===== src/rtl/byte_alu_pkg.sv =====
`timescale 1ns/1ps
package byte_alu_pkg;

   typedef enum logic [4:0] {
      OP_ADD  = 5'd0,
      OP_ADC  = 5'd1,
      OP_SUB  = 5'd2,
      OP_SBC  = 5'd3,
      OP_CMP  = 5'd4,
      OP_CMPC = 5'd5,
      OP_NEG  = 5'd6,
      OP_AND  = 5'd7,
      OP_OR   = 5'd8,
      OP_XOR  = 5'd9,
      OP_COM  = 5'd10,
      OP_INC  = 5'd11,
      OP_DEC  = 5'd12,
      OP_LSL  = 5'd13,
      OP_LSR  = 5'd14,
      OP_ASR  = 5'd15,
      OP_ROL  = 5'd16,
      OP_ROR  = 5'd17,
      OP_SWAP = 5'd18,
      OP_SER  = 5'd19,
      OP_BST  = 5'd20,
      OP_BLD  = 5'd21,
      OP_FSET = 5'd22,
      OP_FCLR = 5'd23
   } alu_op_e;

   localparam int ST_W = 8;
   // Status bit positions; the order is fixed because downstream logic decodes it
   localparam int FL_C = 0;
   localparam int FL_Z = 1;
   localparam int FL_N = 2;
   localparam int FL_V = 3;
   localparam int FL_S = 4;
   localparam int FL_H = 5;
   localparam int FL_T = 6;
   localparam int FL_I = 7;

   // Which functional unit supplies the flag-source value
   typedef enum logic [1:0] {
      UNIT_PASS  = 2'd0,
      UNIT_ARITH = 2'd1,
      UNIT_LOGIC = 2'd2,
      UNIT_SHIFT = 2'd3
   } unit_sel_e;

endpackage


===== src/rtl/byte_alu_arith.sv =====
`timescale 1ns/1ps
module byte_alu_arith
   import byte_alu_pkg::*;
#(
   parameter int DATA_W = 8
) (
   input  alu_op_e           op_i,
   input  logic [DATA_W-1:0] a_i,
   input  logic [DATA_W-1:0] b_i,
   input  logic              cin_i,
   output logic [DATA_W-1:0] res_o,
   output logic              c_o,
   output logic              h_o,
   output logic              v_o
);
   localparam int HB  = DATA_W / 2;
   localparam int MSB = DATA_W - 1;
   localparam logic [DATA_W-1:0] ONE = {{(DATA_W-1){1'b0}}, 1'b1};

   logic [DATA_W-1:0] x_op;
   logic [DATA_W-1:0] y_op;
   logic              ci;
   logic              is_sub;
   logic [DATA_W:0]   full;
   logic [HB:0]       low;

   // Steer every add-like and subtract-like operation onto one adder
   always_comb begin
      x_op   = a_i;
      y_op   = b_i;
      ci     = 1'b0;
      is_sub = 1'b0;
      case (op_i)
         OP_ADD:          ci = 1'b0;
         OP_ADC:          ci = cin_i;
         OP_SUB, OP_CMP:  is_sub = 1'b1;
         OP_SBC, OP_CMPC: begin
            is_sub = 1'b1;
            ci     = cin_i;
         end
         OP_NEG: begin
            x_op   = '0;
            y_op   = a_i;
            is_sub = 1'b1;
         end
         OP_INC: y_op = ONE;
         OP_DEC: begin
            y_op   = ONE;
            is_sub = 1'b1;
         end
         default: ci = 1'b0;
      endcase
   end

   always_comb begin
      if (is_sub) begin
         full = {1'b0, x_op} - {1'b0, y_op} - {{DATA_W{1'b0}}, ci};
         low  = {1'b0, x_op[HB-1:0]} - {1'b0, y_op[HB-1:0]} - {{HB{1'b0}}, ci};
      end else begin
         full = {1'b0, x_op} + {1'b0, y_op} + {{DATA_W{1'b0}}, ci};
         low  = {1'b0, x_op[HB-1:0]} + {1'b0, y_op[HB-1:0]} + {{HB{1'b0}}, ci};
      end
      res_o = full[MSB:0];
      c_o   = full[DATA_W];
      h_o   = low[HB];
      if (is_sub)
         v_o = (x_op[MSB] != y_op[MSB]) && (full[MSB] != x_op[MSB]);
      else
         v_o = (x_op[MSB] == y_op[MSB]) && (full[MSB] != x_op[MSB]);
   end

endmodule


===== src/rtl/byte_alu_logic.sv =====
`timescale 1ns/1ps
module byte_alu_logic
   import byte_alu_pkg::*;
#(
   parameter int DATA_W = 8,
   parameter int SEL_W  = 3
) (
   input  alu_op_e           op_i,
   input  logic [DATA_W-1:0] a_i,
   input  logic [DATA_W-1:0] b_i,
   input  logic              t_i,
   input  logic [SEL_W-1:0]  bit_sel_i,
   output logic [DATA_W-1:0] res_o,
   output logic              bit_o
);
   localparam int HB  = DATA_W / 2;
   localparam int MSB = DATA_W - 1;

   always_comb begin
      res_o = a_i;
      case (op_i)
         OP_AND:  res_o = a_i & b_i;
         OP_OR:   res_o = a_i | b_i;
         OP_XOR:  res_o = a_i ^ b_i;
         OP_COM:  res_o = ~a_i;
         OP_SWAP: res_o = {a_i[HB-1:0], a_i[MSB:HB]};
         OP_SER:  res_o = '1;
         OP_BLD:  res_o[bit_sel_i] = t_i;
         default: res_o = a_i;
      endcase
   end

   assign bit_o = a_i[bit_sel_i];

endmodule


===== src/rtl/byte_alu_shift.sv =====
`timescale 1ns/1ps
module byte_alu_shift
   import byte_alu_pkg::*;
#(
   parameter int DATA_W = 8
) (
   input  alu_op_e           op_i,
   input  logic [DATA_W-1:0] a_i,
   input  logic              cin_i,
   output logic [DATA_W-1:0] res_o,
   output logic              c_o
);
   localparam int MSB = DATA_W - 1;

   always_comb begin
      res_o = a_i;
      c_o   = cin_i;
      case (op_i)
         OP_LSL: begin
            res_o = {a_i[MSB-1:0], 1'b0};
            c_o   = a_i[MSB];
         end
         OP_LSR: begin
            res_o = {1'b0, a_i[MSB:1]};
            c_o   = a_i[0];
         end
         OP_ASR: begin
            res_o = {a_i[MSB], a_i[MSB:1]};
            c_o   = a_i[0];
         end
         OP_ROL: begin
            res_o = {a_i[MSB-1:0], cin_i};
            c_o   = a_i[MSB];
         end
         OP_ROR: begin
            res_o = {cin_i, a_i[MSB:1]};
            c_o   = a_i[0];
         end
         default: begin
            res_o = a_i;
            c_o   = cin_i;
         end
      endcase
   end

endmodule


===== src/rtl/byte_alu.sv =====
`timescale 1ns/1ps
module byte_alu
   import byte_alu_pkg::*;
#(
   parameter int DATA_W  = 8,
   parameter bit OUT_REG = 1'b1,
   localparam int SEL_W  = $clog2(DATA_W)
) (
   input  logic              clk,
   input  logic              rst_n,
   input  logic [4:0]        op_i,
   input  logic [DATA_W-1:0] a_i,
   input  logic [DATA_W-1:0] b_i,
   input  logic [SEL_W-1:0]  bit_sel_i,
   input  logic [2:0]        flag_sel_i,
   input  logic [ST_W-1:0]   status_i,
   output logic [DATA_W-1:0] res_o,
   output logic [ST_W-1:0]   status_o
);
   localparam int MSB = DATA_W - 1;

   // Elaboration-time parameter checks
   if (DATA_W < 4 || (DATA_W % 2) != 0) begin : g_bad_width
      $error("byte_alu: DATA_W must be even and at least 4");
   end

   alu_op_e op;
   assign op = alu_op_e'(op_i);

   logic [DATA_W-1:0] ar_res, lg_res, sh_res;
   logic              ar_c, ar_h, ar_v, sh_c, lg_bit;

   byte_alu_arith #(.DATA_W(DATA_W)) i_arith (
      .op_i  (op),
      .a_i   (a_i),
      .b_i   (b_i),
      .cin_i (status_i[FL_C]),
      .res_o (ar_res),
      .c_o   (ar_c),
      .h_o   (ar_h),
      .v_o   (ar_v)
   );

   byte_alu_logic #(.DATA_W(DATA_W), .SEL_W(SEL_W)) i_logic (
      .op_i      (op),
      .a_i       (a_i),
      .b_i       (b_i),
      .t_i       (status_i[FL_T]),
      .bit_sel_i (bit_sel_i),
      .res_o     (lg_res),
      .bit_o     (lg_bit)
   );

   byte_alu_shift #(.DATA_W(DATA_W)) i_shift (
      .op_i  (op),
      .a_i   (a_i),
      .cin_i (status_i[FL_C]),
      .res_o (sh_res),
      .c_o   (sh_c)
   );

   // Unit selection and result steering
   unit_sel_e         unit;
   logic [DATA_W-1:0] flag_src;
   logic [DATA_W-1:0] res_d;

   always_comb begin
      case (op)
         OP_ADD, OP_ADC, OP_SUB, OP_SBC, OP_CMP, OP_CMPC,
         OP_NEG, OP_INC, OP_DEC:                 unit = UNIT_ARITH;
         OP_AND, OP_OR, OP_XOR, OP_COM,
         OP_SWAP, OP_SER, OP_BLD:                unit = UNIT_LOGIC;
         OP_LSL, OP_LSR, OP_ASR, OP_ROL, OP_ROR: unit = UNIT_SHIFT;
         default:                                unit = UNIT_PASS;
      endcase
   end

   always_comb begin
      case (unit)
         UNIT_ARITH: flag_src = ar_res;
         UNIT_LOGIC: flag_src = lg_res;
         UNIT_SHIFT: flag_src = sh_res;
         default:    flag_src = a_i;
      endcase
      // Compares compute flags only; the first operand passes through
      if (op == OP_CMP || op == OP_CMPC)
         res_d = a_i;
      else
         res_d = flag_src;
   end

   // Per-operation flag write set
   logic [ST_W-1:0] st_d;
   logic            zero_now;
   logic            nv_upd;

   assign zero_now = (flag_src == '0);

   always_comb begin
      st_d   = status_i;
      nv_upd = 1'b0;
      case (op)
         OP_ADD, OP_ADC, OP_SUB, OP_CMP, OP_NEG: begin
            st_d[FL_H] = ar_h;
            st_d[FL_C] = ar_c;
            st_d[FL_V] = ar_v;
            st_d[FL_Z] = zero_now;
            nv_upd     = 1'b1;
         end
         OP_SBC, OP_CMPC: begin
            st_d[FL_H] = ar_h;
            st_d[FL_C] = ar_c;
            st_d[FL_V] = ar_v;
            st_d[FL_Z] = zero_now & status_i[FL_Z];
            nv_upd     = 1'b1;
         end
         OP_AND, OP_OR, OP_XOR: begin
            st_d[FL_V] = 1'b0;
            st_d[FL_Z] = zero_now;
            nv_upd     = 1'b1;
         end
         OP_COM: begin
            st_d[FL_C] = 1'b1;
            st_d[FL_V] = 1'b0;
            st_d[FL_Z] = zero_now;
            nv_upd     = 1'b1;
         end
         OP_INC, OP_DEC: begin
            st_d[FL_V] = ar_v;
            st_d[FL_Z] = zero_now;
            nv_upd     = 1'b1;
         end
         OP_LSL, OP_LSR, OP_ASR, OP_ROL, OP_ROR: begin
            st_d[FL_C] = sh_c;
            st_d[FL_V] = flag_src[MSB] ^ sh_c;
            st_d[FL_Z] = zero_now;
            nv_upd     = 1'b1;
         end
         OP_BST:  st_d[FL_T] = lg_bit;
         OP_FSET: st_d[flag_sel_i] = 1'b1;
         OP_FCLR: st_d[flag_sel_i] = 1'b0;
         default: st_d = status_i;
      endcase
      if (nv_upd) begin
         st_d[FL_N] = flag_src[MSB];
         st_d[FL_S] = flag_src[MSB] ^ st_d[FL_V];
      end
   end

   // Output stage variant
   if (OUT_REG) begin : g_out_reg
      always_ff @(posedge clk or negedge rst_n) begin
         if (!rst_n) begin
            res_o    <= '0;
            status_o <= '0;
         end else begin
            res_o    <= res_d;
            status_o <= st_d;
         end
      end
   end else begin : g_out_comb
      assign res_o    = res_d;
      assign status_o = st_d;
   end

endmodule


===== config.mk =====
export PLATFORM = sky130hd
export DESIGN_NAME = byte_alu
export DESIGN_NICKNAME = d
export VERILOG_FILES = /design/src/rtl/byte_alu_pkg.sv /design/src/rtl/byte_alu_arith.sv /design/src/rtl/byte_alu_logic.sv /design/src/rtl/byte_alu_shift.sv /design/src/rtl/byte_alu.sv
export SDC_FILE = /design/constraint.sdc
export NUM_CORES = 1
export LEC_CHECK = 0
export BUFFER_PORTS_ARGS = -buffer_cell sky130_fd_sc_hd__buf_2
export CAP_MARGIN = 0
export CELL_PAD_IN_SITES_DETAIL_PLACEMENT = 0
export CELL_PAD_IN_SITES_GLOBAL_PLACEMENT = 1
export CORE_MARGIN = 4
export CORE_UTILIZATION = 43
export CTS_CLUSTER_DIAMETER = 30
export DETAILED_ROUTE_END_ITERATION = 10
export PLACE_DENSITY = 0.95
export SLEW_MARGIN = 20
export SYNTH_ARGS = -nofsm -noshare
export SYNTH_HDL_FRONTEND = slang
export SYNTH_SLANG_ARGS = --single-unit

===== constraint.sdc =====
create_clock -name clk -period 0.8 [get_ports clk]
set_input_delay 0.04 -clock clk [delete_from_list [all_inputs] [get_ports clk]]
set_output_delay 0.04 -clock clk [all_outputs]
set_load 0.02 [all_outputs]

Word level (Yosys, flattened, before mapping)
Memories as Yosys holds them, arrays and structs flattened.
Cells that the tools add are included.
- register bits: 16
- memory bits (read-only): 64
- input port bits: 37
- memories kept: 1
- memory list (name ; depth ; bits a word ; read ports ; clocked after memory_dff ; wr ports ; RTL line ; RTL):
    (no name shown) ; 32 ; 2 ; 1 ; 0 ; 0 ; byte_alu.sv:68 ; case (op)
- equality and inequality tests: 29
- mux-type cells: 30
- bitwise gates (word level): 10
- reductions and logical operators: 19
- magnitude comparators: 4
- add/subtract/negate cells: 8
- operator list (operator ; number):
    8-bit one-hot mux with 7 select lines ; 1
    5-bit by 4-bit equality test with 1-bit output (second input constant) ; 8
    5-bit equality test (second input constant) ; 8
    8-bit one-hot mux with 5 select lines ; 1
    8-bit one-hot mux with 3 select lines ; 1
    5-bit by 3-bit equality test with 1-bit output (second input constant) ; 4
    18-bit OR reduction ; 1
    8-bit bitwise AND ; 2
    8-bit 2-to-1 mux ; 2
    8-bit NOT ; 2
    8-bit OR ; 2
    8-bit one-hot mux with 2 select lines ; 1
    16-bit OR reduction ; 1
    5-bit by 2-bit equality test with 1-bit output (second input constant) ; 2
    1-bit one-hot mux with 5 select lines ; 2
    8-bit by 8-bit adder with 9-bit output ; 1
    9-bit by 1-bit adder with 9-bit output ; 1
    1-bit 2-to-1 mux ; 9
    9-bit 2-to-1 mux ; 1
    9-bit OR reduction ; 1
    8-bit by 8-bit subtractor with 9-bit output ; 1
    9-bit by 1-bit subtractor with 9-bit output ; 1
    8-bit bitwise mux ; 1
    8-bit logical NOT ; 1
    other kinds (29) ; 45

Logic depth before layout (Yosys ltp)
Gate-level depths: netlist of run 1.
- depth in word-level cells: 12
- mapped depth: 18
- depth with buffers taken out: 16

Hierarchy
A second synthesis of run 1 with hierarchy kept.
- cell total of the unflattened synthesis: 546
- area total of the unflattened synthesis: 4031.4 um^2
- modules (own cells, without submodules) (module ; sequential area each (um^2) ; cells each ; area an instance (um^2) ; instances):
    byte_alu ; 400.4 ; 217 ; 1609.0 ; 1
    byte_alu_arith ; 0.0 ; 155 ; 1139.8 ; 1
    byte_alu_logic ; 0.0 ; 143 ; 1016.0 ; 1
    byte_alu_shift ; 0.0 ; 31 ; 266.5 ; 1

Least setup slack after synthesis of run 1
Ideal clock, no wire load.
- path type: input-to-reg
- start: input port op_i[4]
- end: register status_o[4]
- buffers on the path: 2
- path slack: -3.177 ns
- data arrival time: 3.874 ns
- stages: 16
- required time: 0.696 ns
- path through: buf_2 > buf_2 > or3b_2 > nor2_1 > o21ai_0 > and2_1 > fa_1 > ha_1 > a211oi_1 > a311oi_1 > or2_1 > a211o_1 > o211ai_4 > a21oi_1 > or4_1 > o311ai_1
- longest elaborated chain between the ends: 12
- elaborated cells between the ends (all ways): 61
- classes of those cells: 4 x add/sub; 28 x eq/ne; 14 x mux; 2 x bitwise; 12 x reduce/logical; 1 x memory
- RTL lines (what ; RTL line ; RTL):
    start, declared ; byte_alu.sv:11 ; input logic [4:0] op_i,
    5-bit by 4-bit equality test with 1-bit output ; byte_alu_arith.sv:33, byte_alu.sv:102 ;
    2-bit OR reduction (no source line) ; - ;
    8-bit one-hot mux with 2 select lines ; byte_alu_arith.sv:33 ; case (op_i)
    8-bit by 8-bit adder with 9-bit output or 8-bit by 8-bit subtractor with 9-bit output (tied branches) ; byte_alu_arith.sv:60, byte_alu_arith.sv:57 ;
    9-bit by 1-bit adder with 9-bit output or 9-bit by 1-bit subtractor with 9-bit output (tied branches) ; byte_alu_arith.sv:60, byte_alu_arith.sv:57 ;
    9-bit 2-to-1 mux ; byte_alu_arith.sv:56 ; if (is_sub) begin
    1-bit != test ; byte_alu_arith.sv:67, byte_alu_arith.sv:69 ;
    1-bit logical AND, on equally long branches ; byte_alu_arith.sv:69, byte_alu_arith.sv:67 ;
    1-bit 2-to-1 mux ; byte_alu_arith.sv:66 ; if (is_sub)
    1-bit one-hot mux with 5 select lines ; byte_alu.sv:102 ; case (op)
    1-bit bitwise XOR ; byte_alu.sv:146 ; st_d[FL_S] = flag_src[MSB] ^ st_d[FL_V];
    1-bit 2-to-1 mux * ; byte_alu.sv:144 ; if (nv_upd) begin
    net st_d[4] ; byte_alu.sv:93 ; logic [ST_W-1:0] st_d;
    end signal, assigned ; byte_alu.sv:158 ; status_o <= st_d;
    end, declared ; byte_alu.sv:18 ; output logic [ST_W-1:0] status_o
Mark *: on every way through the listed nets, which the timed path passes. The rest lies on a longest branch.

Worst setup path after layout of run 1
- start: input port op_i[0]
- end: register status_o[4]
Same word-level chain as after synthesis.

==> metrics, run 1 <==
largest family of logic cells by synthesized area compound AO/OA/AOI/OAI gates; setup TNS -29.20 ns; worst hold endpoint status_o[7]; fin. max-slew vios 0; root buf cell clkbuf_8; site row count 32; Worst path top cell family by delay simple AND/OR/NAND/NOR gates; max cap viols 0; Mapped Area around 3400 um2; Highest Clock Rate between 0.3 and 0.4 GHz; I/O Buffers 52; final setup violation count 19; # DRC 0; utilization after layout 73.2%; worst-path maximum fanout 7; Tot Pwr a little over 6 mW; # nets final 740; Synth Area in Adders about 15%; Synth Instances around 470; crit-path cells buf_12 > or3b_4 > nor2_4 > o21ai_1 > and2_4 > fa_2 > ha_4 > a211oi_4 > a311oi_2 > or2_1 > a211o_1 > mux2i_1 > or4_1 > o311ai_1; Post-synth top flop dfrtp_1; total CTS buffers 3; Setup crit end kind flop; Tcrit/Tclk final 393%; io pins 53; sequential cell area fraction in the yosys report around an eighth; Async SR Flop Fraction 100%; WL per Instance between 15 and 20 um; hold path depth 3; die area between 9000 and 10,000 um2; Synth area leader ha_1; buffers plus inverters on the worst setup path 1; EDFF count, synth 0; vias ~4,800; share of the synthesized area in the top cell type roughly an eighth; vias per cell about 6.3; Post-Synth Simple-Gate Area 26.3%; Seq cells post-synth 16; Worst-path clk slew ~0.060 ns; layout cells sized above 1 44.9%; P_leak between 2 and 3 nW; drt pass-1 iters 7; Max VDD drop between 0.4 and 0.5 mV; die height 96.8 um; gpl congestion 1.13; Post-Synth XOR/XNOR Area approximately 2.1%; final worst-path setup slack -2.35 ns; CTS tree yes; Synth area leaders ha_1, dfrtp_1, nand2_1, o21ai_0, inv_1; Routed WL roughly 14,000 um; ANT cells 0; minimum clock period about 3.1 ns; Starting Density around 44%; post-route ant nets 0; Startpoint Class input pin; Final HPWL DP about 11,000 um; CP Data Required Time about 0.94 ns; Slowest cell on crit path or4_1; initial antenna violation count 0; Pwr Density 1090 nW/um2; P&R area growth vs syn 66.2%; GRT Overall Usage 26.2%; RSZ-0062 raised after global routing true; H-tree Lvls 1; violated checks negative setup slack; area of the core roughly 7700 um2; Hold WS ~0.023 ns; Syn. warnings 0; top cells by count, synth nand2_1, inv_1, nor2_1; vias in the first global route around 4,300; post-synthesis cell type count 74; Avg Cell Area, Syn a little over 7 um2; critical path type in -> reg; Compound-Gate Fraction of Synth Area 30.3%; Worst Max-Slew Pin Slew between 0.5 and 0.6 ns; largest net degree at the start of global routing 25; CP Data Arrival Time between 3 and 4 ns; die width about 97 um; multiplexer share of the synthesized area under 10%; CTS Buffer Depth 2; global route overflow 0; DR iter-0 viols around 460; top-count cell post-synth nand2_1; first-pass GRT wire length ~21,000 um; status complete, but fails checks; Mapped Nets about 540; Worst path max stage delay ~0.54 ns; Hold Violations, Final 0; hold_sp status_i[7]; Slew HR 65.2%; type of the worst min-delay path in -> reg; clock sinks 16
## per-layer routing
| layer | part of all wire, % | GRT usage (%) |
|---|---|---|
| met3 | 8.9 | 3.75 |
| met4 | 6.8 | 15.3 |
| met5 | 0 | 0 |
| met2 | 48 | 45.2 |
| met1 | 37 | 30.7 |
## worst max path at each step
stage	startpoint	to	depth (start not counted)
2_1_floorplan	op_i[4]	status_o[4]	16
3_3_place_gp	op_i[0]	status_o[4]	14
3_5_place_dp	op_i[0]	status_o[4]	14
4_1_cts	op_i[0]	status_o[4]	14
5_1_grt	op_i[0]	status_o[4]	15
6_report	op_i[0]	status_o[4]	14
## sequential cells by signal (all words and copies together), names as in the netlist
register  count
status_o      8
res_o         8
## power breakdown
| part | switching (mW) | leakage, nW | total, mW | internal, mW |
|---|---|---|---|---|
| combinational | 2.21 | 2.43 | 4.39 | 2.18 |
| sequential | 0.0612 | 0.191 | 1.01 | 0.945 |
| clock | 0.278 | 0.0288 | 0.715 | 0.437 |
## repair_timing
item | 4_1_cts | 5_1_grt
pin swaps | 16 | 30
endpoints found under the hold margin | 16 | 0
endpoints found under the setup margin | 28 | 29
cloned | 0 | 1
hold buffers | 1 | 0
buffers inserted | 5 | 16
gates resized for setup | 57 | 80
## layout make-up
class | instances | area, um2
Multi-Input combinational cell | 384 | 3120
Inverter | 38 | 143
Timing Repair Buffer | 221 | 1780
Clock buffer | 4 | 55.1
Sequential cell | 16 | 400
Fill cell | 518 | 2060
Tap cell | 102 | 128
## per-stage QoR
| step | area [um2] | worst slack (ns) | instances |
|---|---|---|---|
| global route | 5630 | -2.42 | 765 |
| CTS | 5150 | -2.27 | 751 |
| floorplan | 3490 | -2.57 | 468 |
| finish | 5630 | -2.35 | 765 |
| detailed placement | 4830 | -2.66 | 741 |
| global placement | 4830 | -2.56 | 741 |
## cell families after synthesis
group	Yosys count
adders and majority gates	39
xor gates and xnor gates	8
and+or+nand+nor	175
muxes	18
buffers and inverters	68
DFF	16
AOI/OAI and AO/OA	144
## layout by cell type, fill, tap and decap left out, types with 6 or more instances in the layout
cell,count
o21ai_1,9
a31oi_1,6
dfrtp_1,16
inv_1,37
a21oi_1,8
nand2_1,45
nand3_1,22
o21ai_0,21
buf_6,31
o221ai_1,9
buf_4,149
nor2b_1,7
nor3_1,9
mux2i_1,13
or3_1,6
nor2_1,31
ha_1,31
a21oi_2,6
buf_2,31
Power figures use the tool's default switching activity.
==> run 2, diff against run 1 <==
--- a/config.mk
+++ b/config.mk
@@ -5,12 +5,14 @@
 export SDC_FILE = /design/constraint.sdc
 export NUM_CORES = 1
 export LEC_CHECK = 0
+export ABC_AREA = 1
+export ABC_CLOCK_PERIOD_IN_PS = 800
 export BUFFER_PORTS_ARGS = -buffer_cell sky130_fd_sc_hd__buf_2
 export CAP_MARGIN = 0
 export CELL_PAD_IN_SITES_DETAIL_PLACEMENT = 0
 export CELL_PAD_IN_SITES_GLOBAL_PLACEMENT = 1
 export CORE_MARGIN = 4
-export CORE_UTILIZATION = 43
+export CORE_UTILIZATION = 40
 export CTS_CLUSTER_DIAMETER = 30
 export DETAILED_ROUTE_END_ITERATION = 10
 export PLACE_DENSITY = 0.95
==> metrics, run 2 <==
Pwr Density 1050 nW/um2 (-3.4%); violated checks negative setup slack; status complete, but fails checks; Synth Instances 531 (+13%); critical path type in -> reg; Internal Power 3.36 mW (-5.5%); Fill cells 454 (-12%); post-synthesis cell type count 39 (-47%); # nets final 839 (+13%); global route overflow 0 (unchanged); Setup crit end kind flop; worst-path maximum fanout 5 (-2); final worst-path setup slack -1.78 ns (+0.563 ns); Routed WL 15,700 um (+8.7%); Finished Cell Area 5820 um2 (+3.4%); Comb power frac 74.3% (+2.5 points); gpl congestion 1.07 (-5.3%); Seq cells post-synth 16 (unchanged); total CTS buffers 3 (unchanged); Synth area leaders ha_1, nand2_1, dfrtp_1, nor2_1, inv_1; biggest regs res_o (8), status_o (8); Avg Cell Area, Syn 5.89 um2 (-19%); first-pass GRT wire length 22,700 um (+11%); initial antenna violation count 0 (unchanged); vias in the first global route 4,921 (+13%); Highest Clock Rate 0.387 GHz (+22%); minimum clock period 2.58 ns (-0.563 ns); P&R area growth vs syn 86.0%; Hold Violations, Final 0 (unchanged); register area 400 um2 (unchanged); CP Data Required Time 0.97 ns (+0.03 ns); EDFF count, synth 0 (unchanged); sw power 2.74 mW (+7.4%); Worst path top cell family by delay simple AND/OR/NAND/NOR gates; ANT cells 0 (unchanged); max cap viols 0 (unchanged); largest family of logic cells by synthesized area simple AND/OR/NAND/NOR gates; most used routing layer met2; Mapped Nets 607 (+12%); Post-Synth Simple-Gate Area 38.8% (+12 points); # DRC 0 (unchanged); Worst Max-Slew Pin Slew 0.649 ns (+0.128 ns); die height 96.5 um (-0.31%); vias per cell 5.94 (-5.2%); io pins 53 (unchanged); vias 5,112 (+6.5%); I/O Buffers 52 (unchanged); Slowest cell on crit path fa_2; root buf cell clkbuf_8; die width 96.5 um (-0.31%); type of the worst min-delay path in -> reg; Compound-Gate Fraction of Synth Area 19.6% (-11 points); post-route ant nets 0 (unchanged); met2 usage 54.3% (+9.1 points); Synth Area in Adders 16.6% (+1.3 points); Worst path max stage delay 0.43 ns (-0.11 ns); GRT Overall Usage 31.0% (+4.8 points); Tcrit/Tclk final 323% (-70 points); commonest non-fill, non-tap cell in the layout buf_4; sequential cell area fraction in the yosys report 12.8% (+0.97 points); Post-Synth XOR/XNOR Area 1.40% (-0.67 points); Syn. warnings 0 (unchanged); CTS Buffer Depth 2 (unchanged); site row count 31 (-3.1%); Worst-path clk slew 0.05 ns (about the same); share of the synthesized area in the top cell type 14.0% (+1.1 points); P_leak 2.91 nW (+9.8%); Starting Density 42.2% (-1.8 points); Placed Cells 829 (+12%); WL per Instance 18.3 um (-3.4%); Mapped Area 3130 um2 (-7.6%); Slew HR 56.6% (-8.6 points); buffers plus inverters on the worst setup path 2 (+1); CP Data Arrival Time 2.76 ns (-0.53 ns); Startpoint Class input pin; fin. max-slew vios 0 (unchanged); met1 usage 36.7% (+6.0 points); fraction of power consumed by sequential logic 16.4% (about the same); area of the core 7410 um2 (-3.6%); Post-synth top flop dfrtp_1; fin cells 860 (+12%); Max VDD drop 0.537 mV (+13%); RSZ-0062 raised after global routing true; layout cells sized above 1 48.4% (+3.4 points); crit-path cells buf_12 > nor2_4 > nand2_2 > nor2_2 > o21ai_2 > buf_4 > fa_2 > fa_2 > xnor2_1 > o211ai_1 > nand3_1 > nor2_1 > nand2_1 > nor2_2 > nand2_1 > nand3_1; Final HPWL DP 10,500 um (-0.34%); Multi-input gate area 3030 um2 (-2.8%); top cells by count, synth nand2_1, nor2_1, inv_1; sw frac 44.9% (+3.1 points); highest-count cells in the layout ignoring fill and taps buf_4, nand2_1, nor2_1; largest net degree at the start of global routing 17 (-32%); CTS tree yes; Async SR Flop Fraction 100% (unchanged); DP Area 4860 um2 (+0.70%); grt met3 use 4.88% (+1.1 points); Synth area leader ha_1; multiplexer share of the synthesized area 0% (-5.5 points); die area 9300 um2 (-0.62%); top-count cell post-synth nand2_1; Clock power frac 9.3% (-2.4 points); drt pass-1 iters 5 (-2); DR iter-0 viols 688 (+50%); clock sinks 16 (unchanged); H-tree Lvls 1 (unchanged); final setup violation count 16 (-3)
==> run 2: cells by family (layout without fill, tap and decap cells) <==
group / Yosys count / in the layout
AO/OA/AOI/OAI: 107 / 107
XOR/XNOR: 5 / 5
adder cells (fa/ha/maj): 39 / 39
buffers and inverters: 89 / 319
flip-flops: 16 / 16
AND/OR/NAND/NOR: 275 / 275
==> run 2: metrics by stage <==
stage | TNS [ns] | worst slack [ns] | power, mW | hold WS, ns | utilization (%)
after floorplan | -20.27 | -1.68 | 2.84 | -0.256 | -
after global placement | -25.68 | -1.94 | 4.26 | -0.0524 | 65.6
after detailed placement | -26.86 | -2.05 | 4.35 | -0.0518 | 65.6
after CTS | -19.65 | -1.51 | 5.39 | 0.0181 | 73.7
after global routing | -23.46 | -1.89 | 6.38 | 0.0313 | 78.6
final | -22.30 | -1.78 | 6.10 | 0.0108 | 78.6
==> run 2: final timing paths <==
kind | startpoint | end | slack [ns] | depth (start not counted)
max | op_i[3] | status_o[1] | -1.78 | 16
min | status_i[7] | status_o[7] | 0.01 | 3
max in group asynchronous | rst_n | res_o[7] | 0.32 | 2
min in group asynchronous | rst_n | status_o[2] | 0.24 | 2
==> run 2: per-layer routing <==
layer,routed length (um),up-vias
met3,1780,142
met2,7150,432
li1,-,2251
met1,5710,2287
met4,1060,0
met5,0,-
==> run 2: power groups by stage <==
stage          registers, mW  clock network (mW)  logic [mW]
3_5_place_dp           0.986                   0        3.37
3_3_place_gp           0.980                   0        3.28
4_1_cts                0.973               0.567        3.85
2_1_floorplan           1.17                   0        1.67
6_report               0.999               0.567        4.53
5_1_grt                 1.01               0.598        4.78
==> run 2: final cells by class <==
| class | count | area share, % |
|---|---|---|
| clock buffer | 3 | 0.709 |
| tap | 99 | 2.13 |
| timing repair buffer | 232 | 31.9 |
| sequential | 16 | 6.88 |
| inverter | 83 | 6.15 |
| timing repair inverter | 1 | 0.129 |
| multi-input combinational | 426 | 52.1 |
==> run 2: repair_timing <==
action / CTS / global route
resized for setup: 108 / 77
hold buffers: 1 / 0
setup buffers: 18 / 9
pin swaps: 55 / 24
gates cloned: 1 / 0
hold endpoints to repair: 16 / 0
setup endpoints to repair: 17 / 29
